**config.mk**
```make
export PLATFORM = sky130hd
export DESIGN_NAME = flag_alu
export DESIGN_NICKNAME = d
export VERILOG_FILES = /design/src/rtl/flag_alu_pkg.sv /design/src/rtl/flag_alu_rst_sync.sv /design/src/rtl/flag_alu_addsub.sv /design/src/rtl/flag_alu_flagreg.sv /design/src/rtl/flag_alu_cond.sv /design/src/rtl/flag_alu.sv
export SDC_FILE = /design/constraint.sdc
export NUM_CORES = 1
export LEC_CHECK = 0
export ABC_AREA = 1
export BUFFER_PORTS_ARGS = -buffer_cell sky130_fd_sc_hd__buf_2
export CAP_MARGIN = 20
export CORE_UTILIZATION = 30
export DETAILED_ROUTE_END_ITERATION = 10
export HOLD_SLACK_MARGIN = 0.12
export MAX_ROUTING_LAYER = met4
export PLACE_DENSITY = 0.59
export SLEW_MARGIN = 20
export SYNTH_ARGS = -nofsm -noshare
export SYNTH_HDL_FRONTEND = slang
export SYNTH_SLANG_ARGS = --single-unit
```
**constraint.sdc**
```tcl
create_clock -name clk -period 3.4 [get_ports clk]
set_clock_uncertainty 0.2 [all_clocks]
set_input_delay 0.17 -clock clk [delete_from_list [all_inputs] [get_ports clk]]
set_output_delay 0.17 -clock clk [all_outputs]
set_load 0.05 [all_outputs]
```
**src/rtl/flag_alu_pkg.sv**
```systemverilog
package flag_alu_pkg;

  typedef enum logic [1:0] {
    OP_ADD = 2'b00,
    OP_SUB = 2'b01,
    OP_CMP = 2'b10,
    OP_NOP = 2'b11
  } alu_op_e;

  typedef struct packed {
    logic ovf;
    logic sgn;
    logic zro;
    logic adj;
    logic par;
    logic cry;
  } alu_flags_t;

  localparam int unsigned FLAG_W = 6;

endpackage

```
**src/rtl/flag_alu_rst_sync.sv**
```systemverilog
module flag_alu_rst_sync #(
  parameter int unsigned STAGES = 2
) (
  input  logic clk,
  input  logic rst_n,
  output logic rst_sync_n
);

  logic [STAGES-1:0] sync_q;
  logic [STAGES-1:0] sync_d;

  generate
    for (genvar i = 0; i < STAGES; i++) begin : g_stage
      if (i == 0) begin : g_first
        assign sync_d[i] = 1'b1;
      end else begin : g_rest
        assign sync_d[i] = sync_q[i-1];
      end
    end
  endgenerate

  always_ff @(posedge clk or negedge rst_n) begin
    if (!rst_n) sync_q <= '0;
    else        sync_q <= sync_d;
  end

  assign rst_sync_n = sync_q[STAGES-1];

endmodule

```
**src/rtl/flag_alu_addsub.sv**
```systemverilog
module flag_alu_addsub
  import flag_alu_pkg::*;
#(
  parameter int unsigned DATA_W  = 64,
  parameter int unsigned PAR_W   = 8,
  parameter int unsigned ADJ_BIT = 4
) (
  input  logic [DATA_W-1:0] opa,
  input  logic [DATA_W-1:0] opb,
  input  logic              do_sub,
  output logic [DATA_W-1:0] sum,
  output alu_flags_t        flags
);

  localparam int unsigned MSB = DATA_W - 1;

  logic [DATA_W-1:0] opb_eff;
  logic [DATA_W-1:0] carry_vec;
  logic              cout;

  always_comb begin
    opb_eff       = do_sub ? ~opb : opb;
    {cout, sum}   = {1'b0, opa} + {1'b0, opb_eff} + {{DATA_W{1'b0}}, do_sub};
    carry_vec     = opa ^ opb ^ sum;
    flags.cry     = cout ^ do_sub;
    flags.adj     = carry_vec[ADJ_BIT];
    flags.par     = ~^sum[PAR_W-1:0];
    flags.zro     = (sum == '0);
    flags.sgn     = sum[MSB];
    flags.ovf     = (opa[MSB] == opb_eff[MSB]) && (sum[MSB] != opa[MSB]);
  end

endmodule

```
**src/rtl/flag_alu_flagreg.sv**
```systemverilog
module flag_alu_flagreg
  import flag_alu_pkg::*;
(
  input  logic       clk,
  input  logic       rst_n,
  input  logic       load,
  input  alu_flags_t flags_in,
  output alu_flags_t flags_q
);

  alu_flags_t flags_d;

  always_comb begin
    flags_d = flags_q;
    if (load) flags_d = flags_in;
  end

  always_ff @(posedge clk or negedge rst_n) begin
    if (!rst_n) flags_q <= '0;
    else        flags_q <= flags_d;
  end

  // no load means the stored flags stay put
  p_hold_r8: assert property (@(posedge clk) disable iff (!rst_n)
    !load |=> $stable(flags_q));

endmodule

```
**src/rtl/flag_alu_cond.sv**
```systemverilog
module flag_alu_cond
  import flag_alu_pkg::*;
(
  input  logic       clk,
  input  logic       rst_n,
  input  alu_flags_t flags,
  output logic       gt,
  output logic       eq,
  output logic       lt,
  output logic       below
);

  logic sgn_lt;

  always_comb begin
    sgn_lt = flags.sgn ^ flags.ovf;
    eq     = flags.zro;
    lt     = ~flags.zro & sgn_lt;
    gt     = ~flags.zro & ~sgn_lt;
    below  = flags.cry;
  end

  // exactly one signed ordering holds
  p_order_onehot_r9: assert property (@(posedge clk) disable iff (!rst_n)
    $countones({gt, eq, lt}) == 1);

endmodule

```
**src/rtl/flag_alu.sv**
```systemverilog
module flag_alu
  import flag_alu_pkg::*;
#(
  parameter int unsigned DATA_W  = 64,
  parameter int unsigned PAR_W   = 8,
  parameter int unsigned ADJ_BIT = 4,
  parameter int unsigned SYNC_N  = 2
) (
  input  logic              clk,
  input  logic              rst_n,
  input  logic              op_valid,
  input  logic [1:0]        op_sel,
  input  logic              use_imm,
  input  logic [DATA_W-1:0] src_a,
  input  logic [DATA_W-1:0] src_b,
  input  logic [DATA_W-1:0] imm_val,
  output logic [DATA_W-1:0] result,
  output logic              result_we,
  output logic [FLAG_W-1:0] flags_q,
  output logic              cond_gt,
  output logic              cond_eq,
  output logic              cond_lt,
  output logic              cond_below
);

  alu_op_e           op;
  logic              rst_sync_n;
  logic [DATA_W-1:0] opb_sel;
  logic              do_sub;
  logic              flag_load;
  alu_flags_t        new_flags;
  alu_flags_t        cur_flags;

  flag_alu_rst_sync #(.STAGES(SYNC_N)) u_rst (
    .clk        (clk),
    .rst_n      (rst_n),
    .rst_sync_n (rst_sync_n)
  );

  always_comb begin
    op        = alu_op_e'(op_sel);
    opb_sel   = use_imm ? imm_val : src_b;
    do_sub    = (op != OP_ADD);
    flag_load = op_valid && (op != OP_NOP);
    result_we = op_valid && ((op == OP_ADD) || (op == OP_SUB));
  end

  flag_alu_addsub #(.DATA_W(DATA_W), .PAR_W(PAR_W), .ADJ_BIT(ADJ_BIT)) u_core (
    .opa    (src_a),
    .opb    (opb_sel),
    .do_sub (do_sub),
    .sum    (result),
    .flags  (new_flags)
  );

  flag_alu_flagreg u_freg (
    .clk      (clk),
    .rst_n    (rst_sync_n),
    .load     (flag_load),
    .flags_in (new_flags),
    .flags_q  (cur_flags)
  );

  assign flags_q = cur_flags;

  flag_alu_cond u_cond (
    .clk   (clk),
    .rst_n (rst_sync_n),
    .flags (cur_flags),
    .gt    (cond_gt),
    .eq    (cond_eq),
    .lt    (cond_lt),
    .below (cond_below)
  );

  // a compare never commits its difference
  p_cmp_no_we_r3: assert property (@(posedge clk) disable iff (!rst_sync_n)
    (op_sel == OP_CMP) |-> !result_we);

  // stored zero flag reflects the previous result
  p_zero_flag_r4: assert property (@(posedge clk) disable iff (!rst_sync_n)
    flag_load |=> (cur_flags.zro == ($past(result) == '0)));

  // borrow after subtract/compare equals unsigned A < B
  p_borrow_r5: assert property (@(posedge clk) disable iff (!rst_sync_n)
    (flag_load && op_sel != OP_ADD) |=> (cur_flags.cry == ($past(src_a) < $past(opb_sel))));

  // add result commits
  p_add_we_r1: assert property (@(posedge clk) disable iff (!rst_sync_n)
    (op_valid && op_sel == OP_ADD) |-> result_we);

endmodule

```
**Word level (Yosys, flattened, before mapping)**

Index checks and enable logic that the tools add are counted.

- Register bits: 8
- Output and inout bits: 75
- Word-level logic and storage cells: 32

- Multiplexer cells: 2
- Bitwise gates (word level): 9
- Reductions and logical operators: 8
- Add/subtract/negate cells: 2
- Equal/unequal tests: 4

Operators with widths:

| kind | count |
|---|---|
| $mux 64 | 2 |
| $add 64x64->65 | 1 |
| $add 65x1->65 | 1 |
| $logic_not 64->1 | 1 |
| $not 64->64 | 1 |
| $xor 5x5->5 | 2 |
| $reduce_xnor 8->1 | 1 |
| $logic_and 1x1->1 | 3 |
| $and 1x1->1 | 2 |
| $eq 2x1->1 const B | 1 |
| $logic_not 2->1 | 1 |
| $ne 2x2->1 const B | 1 |
| $not 1->1 | 2 |
| $reduce_bool 2->1 | 1 |
| $xor 1x1->1 | 2 |
| $eq 1x1->1 | 1 |
| $logic_or 1x1->1 | 1 |
| $ne 1x1->1 | 1 |

**Longest topological paths before layout**

- Depth in word-level cells: 7
- Gate-level depth with buffers: 26
- Gate-level depth less buffers: 26

**Cells and area by module**

A second synthesis with hierarchy kept.

- Cell total of the unflattened synthesis: 1600
- Area, all modules: 7785.0 um2

By module, submodules not included:

| module | cells each | seq. area each (um2) | area each (um2) | times used |
|---|---|---|---|---|
| flag_alu_addsub | 1350 | 0.0 | 6593.8 | 1 |
| flag_alu | 210 | 0.0 | 863.3 | 1 |
| flag_alu_flagreg | 25 | 150.1 | 221.5 | 1 |
| flag_alu_rst_sync | 3 | 50.0 | 53.8 | 1 |
| flag_alu_cond | 12 | 0.0 | 52.6 | 1 |

**Worst setup path after synthesis**

OpenSTA, ideal clock, no wires.

- Path kind: input-to-reg
- From: input op_sel[0]
- To: register, netlist name u_freg.flags_q[3]
- Slack: -0.413 ns
- Arrival: 3.495 ns
- Stages on the path: 23
- Setup time: 0.118 ns
- Cell sequence: nor2_2 -> inv_2 -> buf_1 -> xor2_1 -> ha_1 -> nand2_1 -> nor2_1 -> nand3_2 -> nand2_2 -> xor2_1 -> inv_1 -> ha_1 -> nand3_1 -> nand3b_1 -> nor2_1 -> nand4_1 -> nor3_1 -> nand3_1 -> nor2_1 -> nand2_1 -> nor2_1 -> nand2_1 -> nand2_1

- Cells in the longest elaborated chain, start to end: 5
- Elaborated cells between the ends (all ways): 7
- Classes of those cells: 2 x add/sub; 1 x eq/ne; 1 x mux; 3 x reduce/logical

Ends and longest elaborated chain:

| what | RTL line | RTL |
|---|---|---|
| start, declared | flag_alu.sv:12 | `input logic [1:0] op_sel,` |
| $reduce_bool 2->1 * | flag_alu.sv:43 | `do_sub = (op != OP_ADD);` |
| $mux 64 | flag_alu_addsub.sv:22 | `opb_eff = do_sub ? ~opb : opb;` |
| $add 64x64->65 | flag_alu_addsub.sv:23 | `{cout, sum} = {1'b0, opa} + {1'b0, opb_eff} + {{DATA_W{1'b0}}, do_sub};` |
| $add 65x1->65 * | flag_alu_addsub.sv:23 |  |
| named net result[5] | flag_alu.sv:17 | `output logic [DATA_W-1:0] result,` |
| $logic_not 64->1 * | flag_alu_addsub.sv:28 | `flags.zro = (sum == '0);` |

The timed path passes the listed nets; every way through them passes the cells marked *.
A chain may end at the register's enable or synchronous reset.

**Worst setup path after layout**

- From: input use_imm
- To: register, netlist name u_freg.flags_q[3]

- Cells in the longest elaborated chain, start to end: 6

Ends and longest elaborated chain:

| what | RTL line | RTL |
|---|---|---|
| start, declared | flag_alu.sv:13 | `input logic use_imm,` |
| $mux 64 * | flag_alu.sv:42 | `opb_sel = use_imm ? imm_val : src_b;` |
| $not 64->64 | flag_alu_addsub.sv:22 |  |
| $mux 64 * | flag_alu_addsub.sv:22 |  |
| $add 64x64->65 * | flag_alu_addsub.sv:23 |  |
| $add 65x1->65 * | flag_alu_addsub.sv:23 |  |
| $logic_not 64->1 * | flag_alu_addsub.sv:28 |  |

Mark *: on every way between the ends. The rest lies on a longest branch, timed or not.

==> impl_metrics.env <==
export IMPL_io_pins=273
export IMPL_grt_util_all_layers_pct=27.8
export IMPL_setup_viol=1
export IMPL_pre_cts_ws_ps=-705
export IMPL_final_area_sq_um=13900
export IMPL_peakVddDrop_mv=0.507
export IMPL_hp_start="u_rst.sync_q[0]"
export IMPL_met3_length_um=2040
export IMPL_clk_path_buf_depth=2
export IMPL_drive_gt1_share_pct=42.5
export IMPL_routed_top_layer="met4"
export IMPL_p_comb_share_pct=94.7
export IMPL_crit_slowest_cell="fa_2"
export IMPL_pwr_share_clk_pct=3.2
export IMPL_critPathRequiredTime_ps=3370
export IMPL_place_gp_congestion=0.960
export IMPL_drv_slew=0
export IMPL_critPathCaptureType="flip-flop"
export IMPL_hp_class="reg2reg"
export IMPL_cp_max_fo=7
export IMPL_io_buffers=272
export IMPL_vias_per_cell=4.59
export IMPL_tritoncts="yes"
export IMPL_violations="setup timing"
export IMPL_power_mw=6.13
export IMPL_synth_area_sq_um=7770
export IMPL_die_w_um=163
export IMPL_drtIter0Drc=606
export IMPL_power_switching_mw=3.40
export IMPL_m1WireLength_um=18200
export IMPL_wl_met2_um=16800
export IMPL_synth_seq_cells=8
export IMPL_holdPathStages=0
export IMPL_r2r_start="u_rst.sync_q[1]"
export IMPL_antenna_found_initial=0
export IMPL_num_rows=58
export IMPL_arrival_ps=3400
export IMPL_synth_top_area_share_pct=29.2
export IMPL_dpl_cell_area_sq_um=12400
export IMPL_ys_async_sr_fraction_pct=100
export IMPL_clock_latency_ps=230
export IMPL_synth_common_cells="nand2_1, inv_1, nor2_1, a21oi_1, nand3_1"
export IMPL_syn_avg_cell_area_sq_um=5.02
export IMPL_core_region_area_sq_um=25300
export IMPL_cts_root_buffer_cell="clkbuf_16"
export IMPL_nets=2403
export IMPL_die_area_sq_um=26500
export IMPL_power_internal_mw=2.72
export IMPL_whs_endpoint="u_rst.sync_q[1]"
export IMPL_synthTopCellsByArea="nand2_1, inv_1, ha_1, xor2_1, nor2_1"
export IMPL_swShare_pct=55.5
export IMPL_numCtsBuffers=3
export IMPL_h_tree_depth=1
export IMPL_min_period_ps=3430
export IMPL_reg2reg_depth=1
export IMPL_hold_viol_final=0
export IMPL_timing_final_ws_setup_ps=-31.0
export IMPL_synth_top_area_cell="nand2_1"
export IMPL_p_leak_nw=7.68
export IMPL_fin_cells=2460
export IMPL_reg2reg_to="u_freg.flags_q[2]"
export IMPL_fmax_mhz=291
export IMPL_drt_pass1_iter_count=4
export IMPL_antenna_left=0
export IMPL_synth_most_common_cell="nand2_1"
export IMPL_area_growth_pct=79.4
export IMPL_antenna_cells=0
export IMPL_r2r_slack_ps=2310
export IMPL_seq_area_frac_synth_pct=2.58
export IMPL_grt_pass1_wl_um=55100
export IMPL_path_common_cell="nand2_1"
export IMPL_path_clk_slew_ps=40
export IMPL_synth_fp_nets=1820
export IMPL_finalCritPeriodShare_pct=101
export IMPL_synth_edf_count=0
export IMPL_cpPeakStageDelay_ps=360
export IMPL_start_kind="input port"
export IMPL_seqPwrFrac_pct=2.1
export IMPL_synth_ff_type="dfrtp_1"
export IMPL_routedWlPerCell_um=15.3
export IMPL_drc=0
export IMPL_post_dp_hpwl_um=32800
export IMPL_grt_overflow=0
export IMPL_post_place_cells=2422
export IMPL_outcome="complete, but fails checks"
export IMPL_yosysWarnings=0
export IMPL_syn_inst=1549
export IMPL_vias=11291
export IMPL_rsz0062_at_grt="true"
export IMPL_grt_pass1_vias=10482
export IMPL_wirelength_um=37700
export IMPL_dieHeight_um=163
export IMPL_cap_violations=0
export IMPL_grt_max_degree=37
export IMPL_power_density_nw_per_um2=440
export IMPL_path_class="in2reg"
export IMPL_start_util_pct=30.7
export IMPL_synth_cell_type_count=43
export IMPL_clock_sinks=8
repair_timing:
| item | CTS | global route |
|---|---|---|
| hold buffers | 4 | 0 |
| pin swaps | 21 | 70 |
| cloned | 1 | 2 |
| resized for setup | 75 | 237 |
| setup endpoints to repair | 39 | 37 |
| hold endpoints to repair | 9 | 0 |
| buffers inserted | 6 | 22 |
cells by family (layout without fill, tap and decap cells):
logic type / after synthesis / after routing / synth area share [%]
fa+ha+maj: 73 / 73 / 11.9
buf+inv: 290 / 871 / 14.3
flops: 8 / 8 / 2.58
xor+xnor: 82 / 82 / 9.34
other cells: 1 / 1 / 0.0483
simple gates: 953 / 953 / 52.1
compound gates: 142 / 142 / 9.81
worst max-delay path, delay by kind of cell:
kind | cells | cell delay, ps
simple gates | 15 | 1710
buf+inv | 7 | 730
fa+ha+maj | 2 | 480
xor+xnor | 2 | 270
power groups by stage:
stage	sequential, mW	clock (mW)	combinational (mW)
final	0.131	0.197	5.80
after global routing	0.133	0.206	6.19
after CTS	0.132	0.201	5.42
after detailed placement	0.134	0	5.27
after global placement	0.134	0	5.26
after floorplan	0.200	0	2.70
cell type report:
| cell class | instances | area [sq um] |
|---|---|---|
| Timing Repair Buffer | 600 | 4700 |
| Sequential cell | 8 | 200 |
| Fill cell | 2614 | 11400 |
| Tap cell | 330 | 413 |
| Multi-Input combinational cell | 1251 | 7530 |
| Inverter | 268 | 1020 |
| Clock buffer | 3 | 75.1 |
through the flow:
| stage | setup TNS (ps) | utilization [%] | hold WS [ps] |
|---|---|---|---|
| after global routing | -1320 | 55.0 | 165 |
| after CTS | -49.7 | 51.1 | 153 |
| final | -31.0 | 55.0 | 151 |
| after detailed placement | -6850 | 49.1 | -242 |
| after floorplan | 0 | - | -326 |
| after global placement | -7290 | 49.1 | -241 |
flip-flops by register name (all words and copies together), names as in the netlist:
register,flops
u_rst.sync_q,2
u_freg.flags_q,6
worst max path at each step:
stage / startpoint / end / cells past startpoint
2_1_floorplan: op_sel[0] / u_freg.flags_q[3] / 23
3_3_place_gp: use_imm / u_freg.flags_q[3] / 27
3_5_place_dp: use_imm / u_freg.flags_q[3] / 27
4_1_cts: use_imm / u_freg.flags_q[3] / 28
5_1_grt: use_imm / u_freg.flags_q[3] / 26
6_report: use_imm / u_freg.flags_q[3] / 26
cells in the final DEF (no fill, tap or decap), drive strengths merged, types with 3 or more instances in the layout:
master / n
nand2: 644
buf: 592
inv: 266
nor2: 171
nand3: 84
a21oi: 82
xor2: 74
ha: 72
o21ai: 40
nand3b: 18
nand4: 14
nor3: 14
o21bai: 12
dfrtp: 8
xnor2: 8
clkbuf: 6
dlygate4sd3: 4
a31oi: 3
layer usage:
layer | GRT usage [%] | vias to the layer above
met5 | - | -
met4 | 5.01 | 0
met3 | 1.58 | 38
met2 | 43.8 | 325
met1 | 39.0 | 5016
li1 | - | 5912
(Power assumes the default switching activity.)
